`src/rtl/afcg_pkg.sv`:
```
package afcg_pkg;

  // Largest supported prescale; sizes the prescale counter.
  localparam int unsigned MAX_DIV = 4;

  typedef enum logic [1:0] {
    DIV_1    = 2'b00,
    DIV_2    = 2'b01,
    DIV_4    = 2'b10,
    DIV_RSVD = 2'b11
  } div_code_e;

  function automatic logic [2:0] div_factor(input div_code_e code);
    case (code)
      DIV_1:   div_factor = 3'd1;
      DIV_2:   div_factor = 3'd2;
      default: div_factor = 3'd4;
    endcase
  endfunction

endpackage

```
`src/rtl/afcg_rst_sync.sv`:
```
module afcg_rst_sync #(
  parameter int STAGES = 2
) (
  input  logic clk_i,
  input  logic rst_ni,
  output logic rst_no
);

  logic [STAGES-1:0] sync_q;
  logic [STAGES-1:0] sync_d;

  always_comb sync_d = {sync_q[STAGES-2:0], 1'b1};

  always_ff @(posedge clk_i or negedge rst_ni) begin
    if (!rst_ni) sync_q <= '0;
    else         sync_q <= sync_d;
  end

  assign rst_no = sync_q[STAGES-1];

endmodule

```
`src/rtl/afcg_prescale.sv`:
```
module afcg_prescale
  import afcg_pkg::*;
#(
  parameter int CNT_W = $clog2(MAX_DIV)
) (
  input  logic      clk_i,
  input  logic      rst_ni,
  input  div_code_e div_i,
  output logic      tick_o
);

  logic [CNT_W-1:0] cnt_q;
  logic [CNT_W-1:0] cnt_d;
  logic [CNT_W-1:0] term;
  logic             at_term;

  always_comb begin
    term    = CNT_W'(div_factor(div_i) - 3'd1);
    at_term = (cnt_q == term);
    cnt_d   = at_term ? '0 : cnt_q + CNT_W'(1);
  end

  always_ff @(posedge clk_i or negedge rst_ni) begin
    if (!rst_ni) cnt_q <= '0;
    else         cnt_q <= cnt_d;
  end

  // Enable is held off until the synchronised reset has released.
  assign tick_o = rst_ni & at_term;

endmodule

```
`src/rtl/afcg_frame_ctr.sv`:
```
module afcg_frame_ctr
  import afcg_pkg::*;
#(
  parameter int BIT_SUB    = 8,
  parameter int FRAME_BITS = 32,
  localparam int PH_W      = $clog2(BIT_SUB * FRAME_BITS),
  localparam int SUB_W     = $clog2(BIT_SUB),
  localparam int IDX_W     = $clog2(FRAME_BITS)
) (
  input  logic             clk_i,
  input  logic             rst_ni,
  input  logic             tick_i,
  input  div_code_e        div_sel_i,
  output div_code_e        div_o,
  output logic             bclk_o,
  output logic             fsync_o,
  output logic [IDX_W-1:0] bit_idx_o,
  output logic             frame_start_o
);

  localparam int PH_LAST = BIT_SUB * FRAME_BITS - 1;
  localparam int HALF    = FRAME_BITS / 2;

  logic [PH_W-1:0] ph_q;
  logic [PH_W-1:0] ph_d;
  div_code_e       div_q;
  div_code_e       div_d;
  logic            wrap;

  always_comb begin
    wrap  = tick_i && (ph_q == PH_W'(PH_LAST));
    ph_d  = ph_q;
    div_d = div_q;
    if (tick_i) ph_d = wrap ? '0 : ph_q + PH_W'(1);
    if (wrap && (div_sel_i != DIV_RSVD)) div_d = div_sel_i;
  end

  always_ff @(posedge clk_i or negedge rst_ni) begin
    if (!rst_ni) begin
      ph_q  <= '0;
      div_q <= DIV_1;
    end else begin
      ph_q  <= ph_d;
      div_q <= div_d;
    end
  end

  always_comb begin
    bit_idx_o     = ph_q[PH_W-1:SUB_W];
    bclk_o        = ph_q[SUB_W-1];
    fsync_o       = (bit_idx_o < IDX_W'(HALF));
    frame_start_o = (ph_q == '0);
    div_o         = div_q;
  end

endmodule

```
`src/rtl/afcg_cfg_check.sv`:
```
module afcg_cfg_check
  import afcg_pkg::*;
#(
  parameter int unsigned LIMIT_KHZ = 12288,
  parameter int          KHZ_W     = 16,
  localparam int         CMP_W     = KHZ_W + 3
) (
  input  logic             clk_i,
  input  logic             rst_ni,
  input  div_code_e        div_sel_i,
  input  logic [KHZ_W-1:0] mclk_khz_i,
  output logic             err_o
);

  logic [CMP_W-1:0] ceiling;
  logic             err_d;
  logic             err_q;

  always_comb begin
    ceiling = CMP_W'(LIMIT_KHZ) * CMP_W'(div_factor(div_sel_i));
    err_d   = (div_sel_i == DIV_RSVD) || (CMP_W'(mclk_khz_i) > ceiling);
  end

  always_ff @(posedge clk_i or negedge rst_ni) begin
    if (!rst_ni) err_q <= 1'b0;
    else         err_q <= err_d;
  end

  assign err_o = err_q;

endmodule

```
`src/rtl/afcg_frame_clk.sv`:
```
module afcg_frame_clk
  import afcg_pkg::*;
#(
  parameter int          BIT_SUB    = 8,
  parameter int          FRAME_BITS = 32,
  parameter int unsigned LIMIT_KHZ  = 12288,
  parameter int          KHZ_W      = 16,
  localparam int         IDX_W      = $clog2(FRAME_BITS)
) (
  input  logic             clk_i,
  input  logic             rst_ni,
  input  logic [1:0]       div_sel_i,
  input  logic [KHZ_W-1:0] mclk_khz_i,
  output logic             bclk_o,
  output logic             fsync_o,
  output logic [IDX_W-1:0] bit_idx_o,
  output logic             frame_start_o,
  output logic             tick_o,
  output logic             cfg_err_o
);

  logic      rst_n_int;
  div_code_e div_req;
  div_code_e div_act;

  assign div_req = div_code_e'(div_sel_i);

  afcg_rst_sync #(.STAGES(2)) u_rst (
    .clk_i  (clk_i),
    .rst_ni (rst_ni),
    .rst_no (rst_n_int)
  );

  afcg_prescale u_pre (
    .clk_i  (clk_i),
    .rst_ni (rst_n_int),
    .div_i  (div_act),
    .tick_o (tick_o)
  );

  afcg_frame_ctr #(
    .BIT_SUB    (BIT_SUB),
    .FRAME_BITS (FRAME_BITS)
  ) u_frm (
    .clk_i         (clk_i),
    .rst_ni        (rst_n_int),
    .tick_i        (tick_o),
    .div_sel_i     (div_req),
    .div_o         (div_act),
    .bclk_o        (bclk_o),
    .fsync_o       (fsync_o),
    .bit_idx_o     (bit_idx_o),
    .frame_start_o (frame_start_o)
  );

  afcg_cfg_check #(
    .LIMIT_KHZ (LIMIT_KHZ),
    .KHZ_W     (KHZ_W)
  ) u_cfg (
    .clk_i      (clk_i),
    .rst_ni     (rst_n_int),
    .div_sel_i  (div_req),
    .mclk_khz_i (mclk_khz_i),
    .err_o      (cfg_err_o)
  );

endmodule

```
`config.mk`:
```
export PLATFORM = sky130hd
export DESIGN_NAME = afcg_frame_clk
export DESIGN_NICKNAME = d
export VERILOG_FILES = /design/src/rtl/afcg_pkg.sv /design/src/rtl/afcg_rst_sync.sv /design/src/rtl/afcg_prescale.sv /design/src/rtl/afcg_frame_ctr.sv /design/src/rtl/afcg_cfg_check.sv /design/src/rtl/afcg_frame_clk.sv
export SDC_FILE = /design/constraint.sdc
export NUM_CORES = 1
export LEC_CHECK = 0
export BUFFER_PORTS_ARGS = -buffer_cell sky130_fd_sc_hd__buf_2
export CORE_ASPECT_RATIO = 1.1
export CORE_MARGIN = 2
export CORE_UTILIZATION = 44
export DETAILED_ROUTE_END_ITERATION = 16
export PLACE_DENSITY_LB_ADDON = 0.1
export SYNTH_ARGS = -nofsm -noshare
export SYNTH_HDL_FRONTEND = slang
export SYNTH_SLANG_ARGS = --single-unit
```
`constraint.sdc`:
```
create_clock -name clk_i -period 1.9 [get_ports clk_i]
set_input_delay 0.57 -clock clk_i [delete_from_list [all_inputs] [get_ports clk_i]]
set_output_delay 0.57 -clock clk_i [all_outputs]
set_load 0.02 [all_outputs]
```
==> key figures, run 1 <==
Status
  • Result of the run: complete, but fails checks
  • Failing checks: negative setup slack

Floorplanning
  • Core Region: 0.00200 mm²
  • Die area: 0.00247 mm²
  • # rows: 17
  • Die W: 47.6 µm
  • Num ports: 30
  • Initial Util: 46.0%
  • Die height: 52.0 µm

Timing
  • Clock skew: 0.00942 ns
  • Final worst slack: -0.314 ns
  • Tcrit/Tclk final: 117%
  • Fin. Hold Viols: 0
  • Slew Limit Fails: 0
  • Unrepaired setup endpoints after global routing: yes
  • # setup viols final: 2
  • F_max: 452 MHz
  • Post-route minimum period: 2.21 ns

Synthesis
  • Synthesized area: 920 µm²
  • YS warnings: 0
  • Number of flops mapped to enable cells by yosys: 0
  • Mean Syn Cell Area: 9.78 µm²
  • #FFs+latches synth: 15
  • Post-synth ARST share: 100%
  • Seq/Total Area, Yosys: 40.8%
  • Mapped Nets: 121
  • Post-synth cell types: 38
  • Top_reg_cell synth: dfrtp_1
  • Post-Syn Instances: 94

Global route
  • Gr usage total: 17.5%
  • First-pass GRT wire length: 3.19 mm
  • Pin count of the biggest net entering global routing: 16
  • Vias in the first global route: 799
  • Initial antenna violation count: 0
  • Grt total ovfl: 0

Cells and area
  • Layout cell share with drive strength beyond 1: 47.0%
  • Final nets: 160
  • N_diodes: 0
  • Area grow syn2layout: 37.4%
  • Most frequent cells in the layout: buf_2 (27), buf_4 (14), dfrtp_1 (13), inv_1 (6)
  • Fin cells: 160
  • Commonest non-fill, non-tap cell in the layout: buf_2

Detailed routing
  • DR WL/cell: 11.8 µm
  • Routed vias/inst: 5.16
  • WL final: 1.89 mm
  • DRT Pass-1 Iters: 4
  • DRT iter0 DRCs: 12
  • Vias: 826
  • DRC violations left: 0
  • ANT nets after route: 0

Setup path
  • CP arrival: 1.64 ns
  • Crit Reg-Reg Startpoint: u_frm.ph_q[1]
  • Kind of critical path: flop to output pin
  • CP startpoint: u_frm.ph_q[1]
  • Req. time, crit path: 1.33 ns
  • Top delay family on crit path: simple AND/OR/NAND/NOR gates
  • CP Cell Sequence: inv_2 > ha_1 > or4b_4 > nor4_4 > buf_4
  • CP max stage cell: or4b_4
  • Crit path buf inv count: 2
  • Worst Reg-to-Reg Cells: 7
  • Worst reg2reg setup slack: 0.08 ns
  • CP Launch Type: flop
  • Setup crit end: frame_start_o
  • CP peak stage delay: 0.47 ns
  • Critical path fanouts, max: 2
  • Number of cells on the critical path: 5
  • CP endpoint kind: output pin
  • Reg-to-reg endpoint: u_frm.div_o[1]

Clock tree
  • # H-tree levels: 1
  • Clock tree from TritonCTS: yes
  • Sinks on Clock Net: 15
  • Worst-Skew Late Latency: 0.29 ns
  • Clk root buf: clkbuf_4
  • Maximum root-to-sink buffer count: 2
  • # hold bufs at CTS: 0
  • Worst-path clk slew: 0.10 ns
  • Num CTS Buffers: 3

Flow run
  • Max-Cap Viols: 0

Placement
  • Buffers on Ports: 29
  • Placer Congestion: 0.799
  • HPWL Detailed: 1.48 mm
  • Dpl ws: -0.192 ns
  • # placed instances: 154

Power
  • Leakage power: 0.608 nW
  • Power Density: 1020 mW/mm²
  • Final Power: 0.00129 W
  • Worst VDD drop: 0.681 mV

Hold path
  • Min-delay worst type: primary input to async pin
[repair_timing]
item | in CTS | in global routing
gates cloned | 0 | 0
endpoints found under the setup margin | 2 | 2
setup buffers | 1 | 1
gates resized for setup | 9 | 3
pin swaps | 2 | 0
[cell families after synthesis]
family / synth area share, %
AO/OA/AOI/OAI: 13.5
XOR/XNOR: 3.81
adder cells (fa/ha/maj): 9.52
buffers and inverters: 9.39
flip-flops: 40.8
other: 0.408
AND/OR/NAND/NOR: 22.6
[registers in the layout, indices dropped and copies added, names as in the netlist]
signal	cells
u_frm.div_o	2
u_rst.sync_q	2
u_frm.ph_q	8
u_pre.cnt_q	2
u_cfg.err_o	1
[cell usage after synthesis, types with 2 or more instances]
| cell type | number | share of area [%] |
|---|---|---|
| a21oi_1 | 2 | 1.1 |
| a31oi_1 | 3 | 2.0 |
| and2_1 | 2 | 1.4 |
| buf_4 | 5 | 4.1 |
| dfrtp_1 | 15 | 41 |
| ha_1 | 7 | 9.5 |
| inv_1 | 8 | 3.3 |
| nand2_1 | 5 | 2.0 |
| nand3_1 | 2 | 1.1 |
| nand4_1 | 3 | 2.0 |
| nor2_1 | 4 | 1.6 |
| nor3_1 | 2 | 1.1 |
| nor4_1 | 3 | 2.0 |
| o211ai_1 | 3 | 2.4 |
| o21ai_0 | 2 | 1.1 |
| o22ai_1 | 3 | 2.0 |
| xnor2_1 | 4 | 3.8 |
[worst reg2reg max path, stage by stage, from the launching register on]
cell	delay [ns]
dfrtp_1	0.40
buf_4	0.13
buf_4	0.13
ha_1	0.19
and2_1	0.17
a32oi_2	0.38
nor3_1	0.13
o22a_1	0.20
[worst min path at each step]
stage               startpoint              end  slack, ns  cells past startpoint
2_1_floorplan  u_rst.sync_q[1]      u_cfg.err_o       0.18                      0
3_3_place_gp   u_rst.sync_q[1]    u_frm.ph_q[6]       0.20                      1
3_5_place_dp   u_rst.sync_q[1]    u_frm.ph_q[6]       0.21                      1
4_1_cts                 rst_ni  u_rst.sync_q[0]       0.04                      1
5_1_grt                 rst_ni  u_rst.sync_q[0]       0.03                      1
6_report                rst_ni  u_rst.sync_q[1]       0.04                      1
[power breakdown]
part | total, W | switching [W] | internal [W] | leakage (nW)
combinational | 0.000620 | 0.000311 | 0.000309 | 0.404
clock | 0.000184 | 0.000106 | 0.0000782 | 0.0177
sequential | 0.000486 | 0.0000853 | 0.000401 | 0.185
total | 0.00129 | 0.000502 | 0.000788 | 0.607
[layer usage]
layer | vias up | GRT usage (%) | share of wire (%)
met5 | - | 0 | 0
met1 | 385 | 22.1 | 42
met4 | 0 | 2.70 | 0.63
met3 | 3 | 3.13 | 5.6
met2 | 26 | 30.9 | 52
li1 | 412 | - | -
[through the flow]
stage	area, µm²	setup TNS [ns]	utilization (%)	hold slack (ns)
final	1260	-0.323	63.2	0.0421
after detailed placement	1170	-0.298	58.7	0.207
after floorplan	967	-0.0533	-	0.180
after global placement	1170	-0.238	58.7	0.203
after CTS	1240	-0.324	62.1	0.0418
after global routing	1260	-0.475	63.2	0.0266
[cell type report]
type,instances,area (µm²)
Clock buffer,3,22.5
Clock inverter,1,5.00
Fill cell,184,736
Inverter,8,30.0
Multi-Input combinational cell,63,542
Sequential cell,15,378
Tap cell,28,35.0
Timing Repair Buffer,42,251
Note: power is estimated with default switching activity, not from simulation.
==> run 2: changes to the inputs <==
--- a/config.mk
+++ b/config.mk
@@ -10,6 +10,7 @@
 export CORE_MARGIN = 2
 export CORE_UTILIZATION = 44
 export DETAILED_ROUTE_END_ITERATION = 16
+export HOLD_SLACK_MARGIN = 0.06
 export PLACE_DENSITY_LB_ADDON = 0.1
 export SYNTH_ARGS = -nofsm -noshare
 export SYNTH_HDL_FRONTEND = slang
==> constraint.sdc (replaced) <==
create_clock -name clk_i -period 1.85 [get_ports clk_i]
set_input_delay 0.555 -clock clk_i [delete_from_list [all_inputs] [get_ports clk_i]]
set_output_delay 0.555 -clock clk_i [all_outputs]
set_load 0.02 [all_outputs]
==> key figures, run 2 (synthesis results as in run 1) <==
Timing
  • Post-route minimum period: 2.22 ns
  • F_max: 450 MHz
  • Unrepaired setup endpoints after global routing: yes
  • Setup tns final: -0.377 ns
  • Clock skew: 0.00221 ns
  • Final worst slack: -0.371 ns
  • Slew Limit Fails: 0
  • Fin. Hold Viols: 0
  • # setup viols final: 2
  • Tcrit/Tclk final: 120%

Floorplanning
  • # rows: 17
  • Die W: 47.6 µm
  • Die area: 0.00247 mm²
  • Die height: 52.0 µm
  • Num ports: 30
  • Core Region: 0.00200 mm²
  • Initial Util: 46.0%

Setup path
  • Reg-to-reg endpoint: u_frm.div_o[1]
  • CP endpoint kind: output pin
  • Critical path fanouts, max: 2
  • CP arrival: 1.67 ns
  • Kind of critical path: flop to output pin
  • Req. time, crit path: 1.29 ns
  • Worst Reg-to-Reg Cells: 8
  • CP Launch Type: flop
  • Crit Reg-Reg Startpoint: u_frm.ph_q[1]
  • Worst reg2reg setup slack: 0.06 ns

Placement
  • HPWL Detailed: 1.53 mm
  • Buffers on Ports: 29
  • Placer Congestion: 0.784
  • DP Area: 0.00118 mm²
  • # placed instances: 155

Detailed routing
  • DRC violations left: 0
  • Vias: 849
  • DRT Pass-1 Iters: 4
  • DRT iter0 DRCs: 9
  • WL final: 2.01 mm
  • ANT nets after route: 0
  • Routed vias/inst: 5.08
  • DR WL/cell: 12.1 µm

Cells and area
  • N_diodes: 0
  • Commonest non-fill, non-tap cell in the layout: buf_2
  • Max reg flops: 8
  • Final nets: 167
  • Post-route cell area: 0.00133 mm²
  • Most flops, register: u_frm.ph_q
  • Post-layout utilization of the core: 66.6%
  • Most frequent cells in the layout: buf_2 (27), buf_4 (19), dfrtp_1 (13), inv_1 (7), nand2_1 (5)
  • Area grow syn2layout: 44.9%
  • Fin cells: 167
  • Layout cell share with drive strength beyond 1: 50.4%

Global route
  • Gr usage total: 19.4%
  • First-pass GRT wire length: 3.44 mm
  • Initial antenna violation count: 0
  • Vias in the first global route: 816
  • Grt total ovfl: 0
  • Pin count of the biggest net entering global routing: 16

Status
  • Failing checks: negative setup slack
  • Result of the run: complete, but fails checks

Power
  • Leakage power: 0.638 nW
  • Seq pwr share: 35.1%
  • P_sw: 0.000535 W
  • Final Power: 0.00138 W
  • Switching share of power: 38.6%
  • Comb pwr share: 51.4%
  • Power Internal: 0.000849 W
  • Power Density: 1040 mW/mm²
  • Worst VDD drop: 0.635 mV
  • Clock Power Share: 13.5%

Flow run
  • Max-Cap Viols: 0

Clock tree
  • Clk root buf: clkbuf_4
  • Sinks on Clock Net: 15
  • Worst-path clk slew: 0.09 ns
  • Clock tree from TritonCTS: yes
  • Num CTS Buffers: 3
  • Maximum root-to-sink buffer count: 2
  • Worst-Skew Late Latency: 0.29 ns
  • # H-tree levels: 1

Hold path
  • Min-delay worst type: flop to async pin
[run 2: cell count changes in the layout (fill, tap and decap cells not counted), sizes merged]
cell / change
buf: +6
dlygate4sd3: +1
[run 2: final cells by class]
class                      instances  area (µm²)
sequential                        15         378
timing repair buffer              49         310
tap                               28        35.0
inverter                           8        30.0
multi-input combinational         63         552
clock inverter                     1        5.00
clock buffer                       3        22.5
fill                             187         667
[run 2: repair_timing]
action,4_1_cts,5_1_grt
gates cloned,0,0
endpoints found under the setup margin,2,3
resized for setup,10,4
hold buffers,1,0
buffers inserted,6,1
pin swaps,3,4
endpoints found under the hold margin,2,0
[run 2: critical path, cell delays in order (launching register included)]
cell,delay (ns)
dfrtp_1,0.40
inv_1,0.08
ha_1,0.13
or4b_4,0.47
nor4_4,0.13
buf_4,0.17
[run 2: power by group through the flow]
stage	Combinational, W	Clock [W]	Sequential [W]
2_1_floorplan	0.000337	0	0.000517
3_3_place_gp	0.000548	0	0.000480
3_5_place_dp	0.000558	0	0.000488
4_1_cts	0.000669	0.000196	0.000481
5_1_grt	0.000787	0.000216	0.000496
6_report	0.000711	0.000187	0.000486
[run 2: worst max path at each step]
stage | start | to | slack (ns) | depth (start not counted)
floorplan | u_frm.ph_q[0] | frame_start_o | -0.09 | 4
global placement | div_sel_i[1] | u_cfg.err_o | -0.18 | 7
detailed placement | div_sel_i[1] | u_cfg.err_o | -0.22 | 7
CTS | u_frm.ph_q[1] | frame_start_o | -0.39 | 5
global route | u_frm.ph_q[1] | frame_start_o | -0.47 | 5
finish | u_frm.ph_q[1] | frame_start_o | -0.37 | 5
[run 2: stage by stage]
| stage | hold WS [ns] | worst slack (ns) |
|---|---|---|
| finish | 0.214 | -0.371 |
| global route | 0.230 | -0.469 |
| CTS | 0.204 | -0.395 |
| detailed placement | 0.207 | -0.224 |
| global placement | 0.208 | -0.180 |
| floorplan | 0.126 | -0.0883 |
[run 2: metal layers]
layer / vias up / wire, µm / global-route usage [%]
li1: 426 / - / -
met1: 392 / 826 / 24.3
met2: 29 / 1080 / 32.9
met3: 2 / 104 / 3.13
met4: 0 / 7 / 6.76
met5: - / 0 / 0
==> run 3: changes to the inputs <==
--- a/config.mk
+++ b/config.mk
@@ -8,10 +8,11 @@
 export BUFFER_PORTS_ARGS = -buffer_cell sky130_fd_sc_hd__buf_2
 export CORE_ASPECT_RATIO = 1.1
 export CORE_MARGIN = 2
-export CORE_UTILIZATION = 44
+export CORE_UTILIZATION = 49
 export DETAILED_ROUTE_END_ITERATION = 16
 export HOLD_SLACK_MARGIN = 0.06
 export PLACE_DENSITY_LB_ADDON = 0.1
 export SYNTH_ARGS = -nofsm -noshare
 export SYNTH_HDL_FRONTEND = slang
 export SYNTH_SLANG_ARGS = --single-unit
+export TNS_END_PERCENT = 100
==> constraint.sdc (replaced) <==
create_clock -name clk_i -period 2.3 [get_ports clk_i]
set_input_delay 0.69 -clock clk_i [delete_from_list [all_inputs] [get_ports clk_i]]
set_output_delay 0.69 -clock clk_i [all_outputs]
set_load 0.02 [all_outputs]
==> key figures, run 3 (synthesis results as in run 1) <==
Cells and area
  • # fillers: 147
  • Fin cells: 147
  • N_diodes: 0
  • Area grow syn2layout: 26.9%
  • Most flops, register: u_frm.ph_q
  • Max reg flops: 8
  • Layout cell share with drive strength beyond 1: 41.1%
  • Final nets: 157
  • Commonest non-fill, non-tap cell in the layout: buf_2
  • Most frequent cells in the layout: buf_2 (28), dfrtp_1 (15), buf_4 (11), inv_1 (6), ha_1 (6)
  • Post-route cell area: 0.00117 mm²

Clock tree
  • Num CTS Buffers: 3
  • Clk root buf: clkbuf_4
  • Sinks on Clock Net: 15
  • Worst-path clk slew: 0.10 ns
  • Clock tree from TritonCTS: yes
  • # hold bufs at CTS: 0
  • Maximum root-to-sink buffer count: 2
  • Worst-Skew Late Latency: 0.29 ns
  • # H-tree levels: 1

Global route
  • Initial antenna violation count: 0
  • Pin count of the biggest net entering global routing: 16
  • Gr usage total: 18.3%
  • GRT Max-Usage Layer: met2
  • First-pass GRT wire length: 3.05 mm
  • Met1 Use GR: 20.4%
  • Grt total ovfl: 0
  • Vias in the first global route: 803
  • Met3 GRT Util: 2.22%
  • M2 GR Usage: 33.3%

Timing
  • # setup viols final: 1
  • Post-route minimum period: 2.36 ns
  • Tcrit/Tclk final: 103%
  • Slew Limit Fails: 0
  • Final worst slack: -0.0632 ns
  • F_max: 423 MHz
  • Fin. Hold Viols: 0
  • Clock skew: 0.0115 ns
  • Unrepaired setup endpoints after global routing: yes

Setup path
  • Crit Reg-Reg Startpoint: u_frm.ph_q[0]
  • CP peak stage delay: 0.47 ns
  • Reg-to-reg endpoint: u_frm.div_o[1]
  • CP Launch Type: flop
  • CP max stage cell: or4b_4
  • Worst Reg-to-Reg Cells: 6
  • Req. time, crit path: 1.61 ns
  • CP Cell Sequence: inv_2 > ha_4 > or4b_4 > nor4_4 > buf_4
  • Top delay family on crit path: simple AND/OR/NAND/NOR gates
  • Kind of critical path: flop to output pin
  • Worst reg2reg setup slack: 0.50 ns
  • Critical path fanouts, max: 2
  • CP arrival: 1.67 ns
  • CP endpoint kind: output pin
  • Crit path buf inv count: 2

Placement
  • Buffers on Ports: 29
  • # placed instances: 142
  • Placer Congestion: 0.908
  • HPWL Detailed: 1.43 mm
  • DP Area: 0.00110 mm²

Detailed routing
  • WL final: 1.74 mm
  • Routed vias/inst: 5.53
  • Vias: 813
  • ANT nets after route: 0
  • DRT Pass-1 Iters: 4
  • DRT iter0 DRCs: 15
  • DRC violations left: 0
  • DR WL/cell: 11.8 µm

Floorplanning
  • Die area: 0.00224 mm²
  • Die W: 45.3 µm
  • Num ports: 30
  • # rows: 16
  • Die height: 49.4 µm
  • Initial Util: 51.6%
  • Core Region: 0.00178 mm²

Status
  • Result of the run: complete, but fails checks
  • Failing checks: negative setup slack

Power
  • Leakage power: 0.583 nW
  • Worst VDD drop: 0.574 mV
  • Power Density: 831 mW/mm²

Flow run
  • Max-Cap Viols: 0

Hold path
  • Min-delay worst type: primary input to async pin
## run 3: where the power goes
| group | internal (W) | switching (W) |
|---|---|---|
| registers | 0.000328 | 0.0000589 |
| logic | 0.000196 | 0.000234 |
| clock network | 0.0000647 | 0.0000884 |
## run 3: final cells by class
type / count / area [µm²] / area share [%]
Multi-Input combinational cell: 63 / 489 / 41.9
Clock buffer: 3 / 22.5 / 1.93
Sequential cell: 15 / 375 / 32.2
Clock inverter: 1 / 5.00 / 0.429
Inverter: 8 / 30.0 / 2.57
Timing Repair Buffer: 39 / 223 / 19.1
Tap cell: 18 / 22.5 / 1.93
## run 3: routing by layer
metal	part of all wire (%)	up-vias
li1	-	409
met1	43	374
met2	50	25
met3	5.1	5
met4	2.1	0
met5	0	-
## run 3: stage by stage
stage | TNS [ns] | setup slack [ns] | power [W] | util, % | hold WS (ns)
4_1_cts | -0.180 | -0.180 | 0.000969 | 64.8 | 0.149
3_3_place_gp | -0.0153 | -0.0153 | 0.000767 | 62.0 | 0.206
6_report | -0.0632 | -0.0632 | 0.000970 | 65.5 | 0.156
3_5_place_dp | -0.0851 | -0.0851 | 0.000781 | 62.0 | 0.219
5_1_grt | -0.134 | -0.134 | 0.00105 | 65.5 | 0.151
2_1_floorplan | 0 | 0.0480 | 0.000664 | - | 0.180
## run 3: worst max path at each step
stage                       start            end  cells after the start
floorplan           u_frm.ph_q[0]  frame_start_o                      4
global placement     div_sel_i[1]    u_cfg.err_o                      7
detailed placement   div_sel_i[1]    u_cfg.err_o                      7
CTS                 u_frm.ph_q[1]  frame_start_o                      5
global route        u_frm.ph_q[1]  frame_start_o                      5
finish              u_frm.ph_q[1]  frame_start_o                      5
## run 3: worst register-to-register path: cells and delay by family, from the launching register on
kind | cells | cell delay, ns
compound gates | 2 | 0.57
fa+ha+maj | 1 | 0.26
buf+inv | 1 | 0.15
flops | 1 | 0.40
simple gates | 2 | 0.31
## run 3: what timing repair did
action                     CTS  global route
gates resized for setup      3             4
setup endpoints to repair    1             1
pin swaps                    1             1
setup buffers                1             0
cloned                       0             0
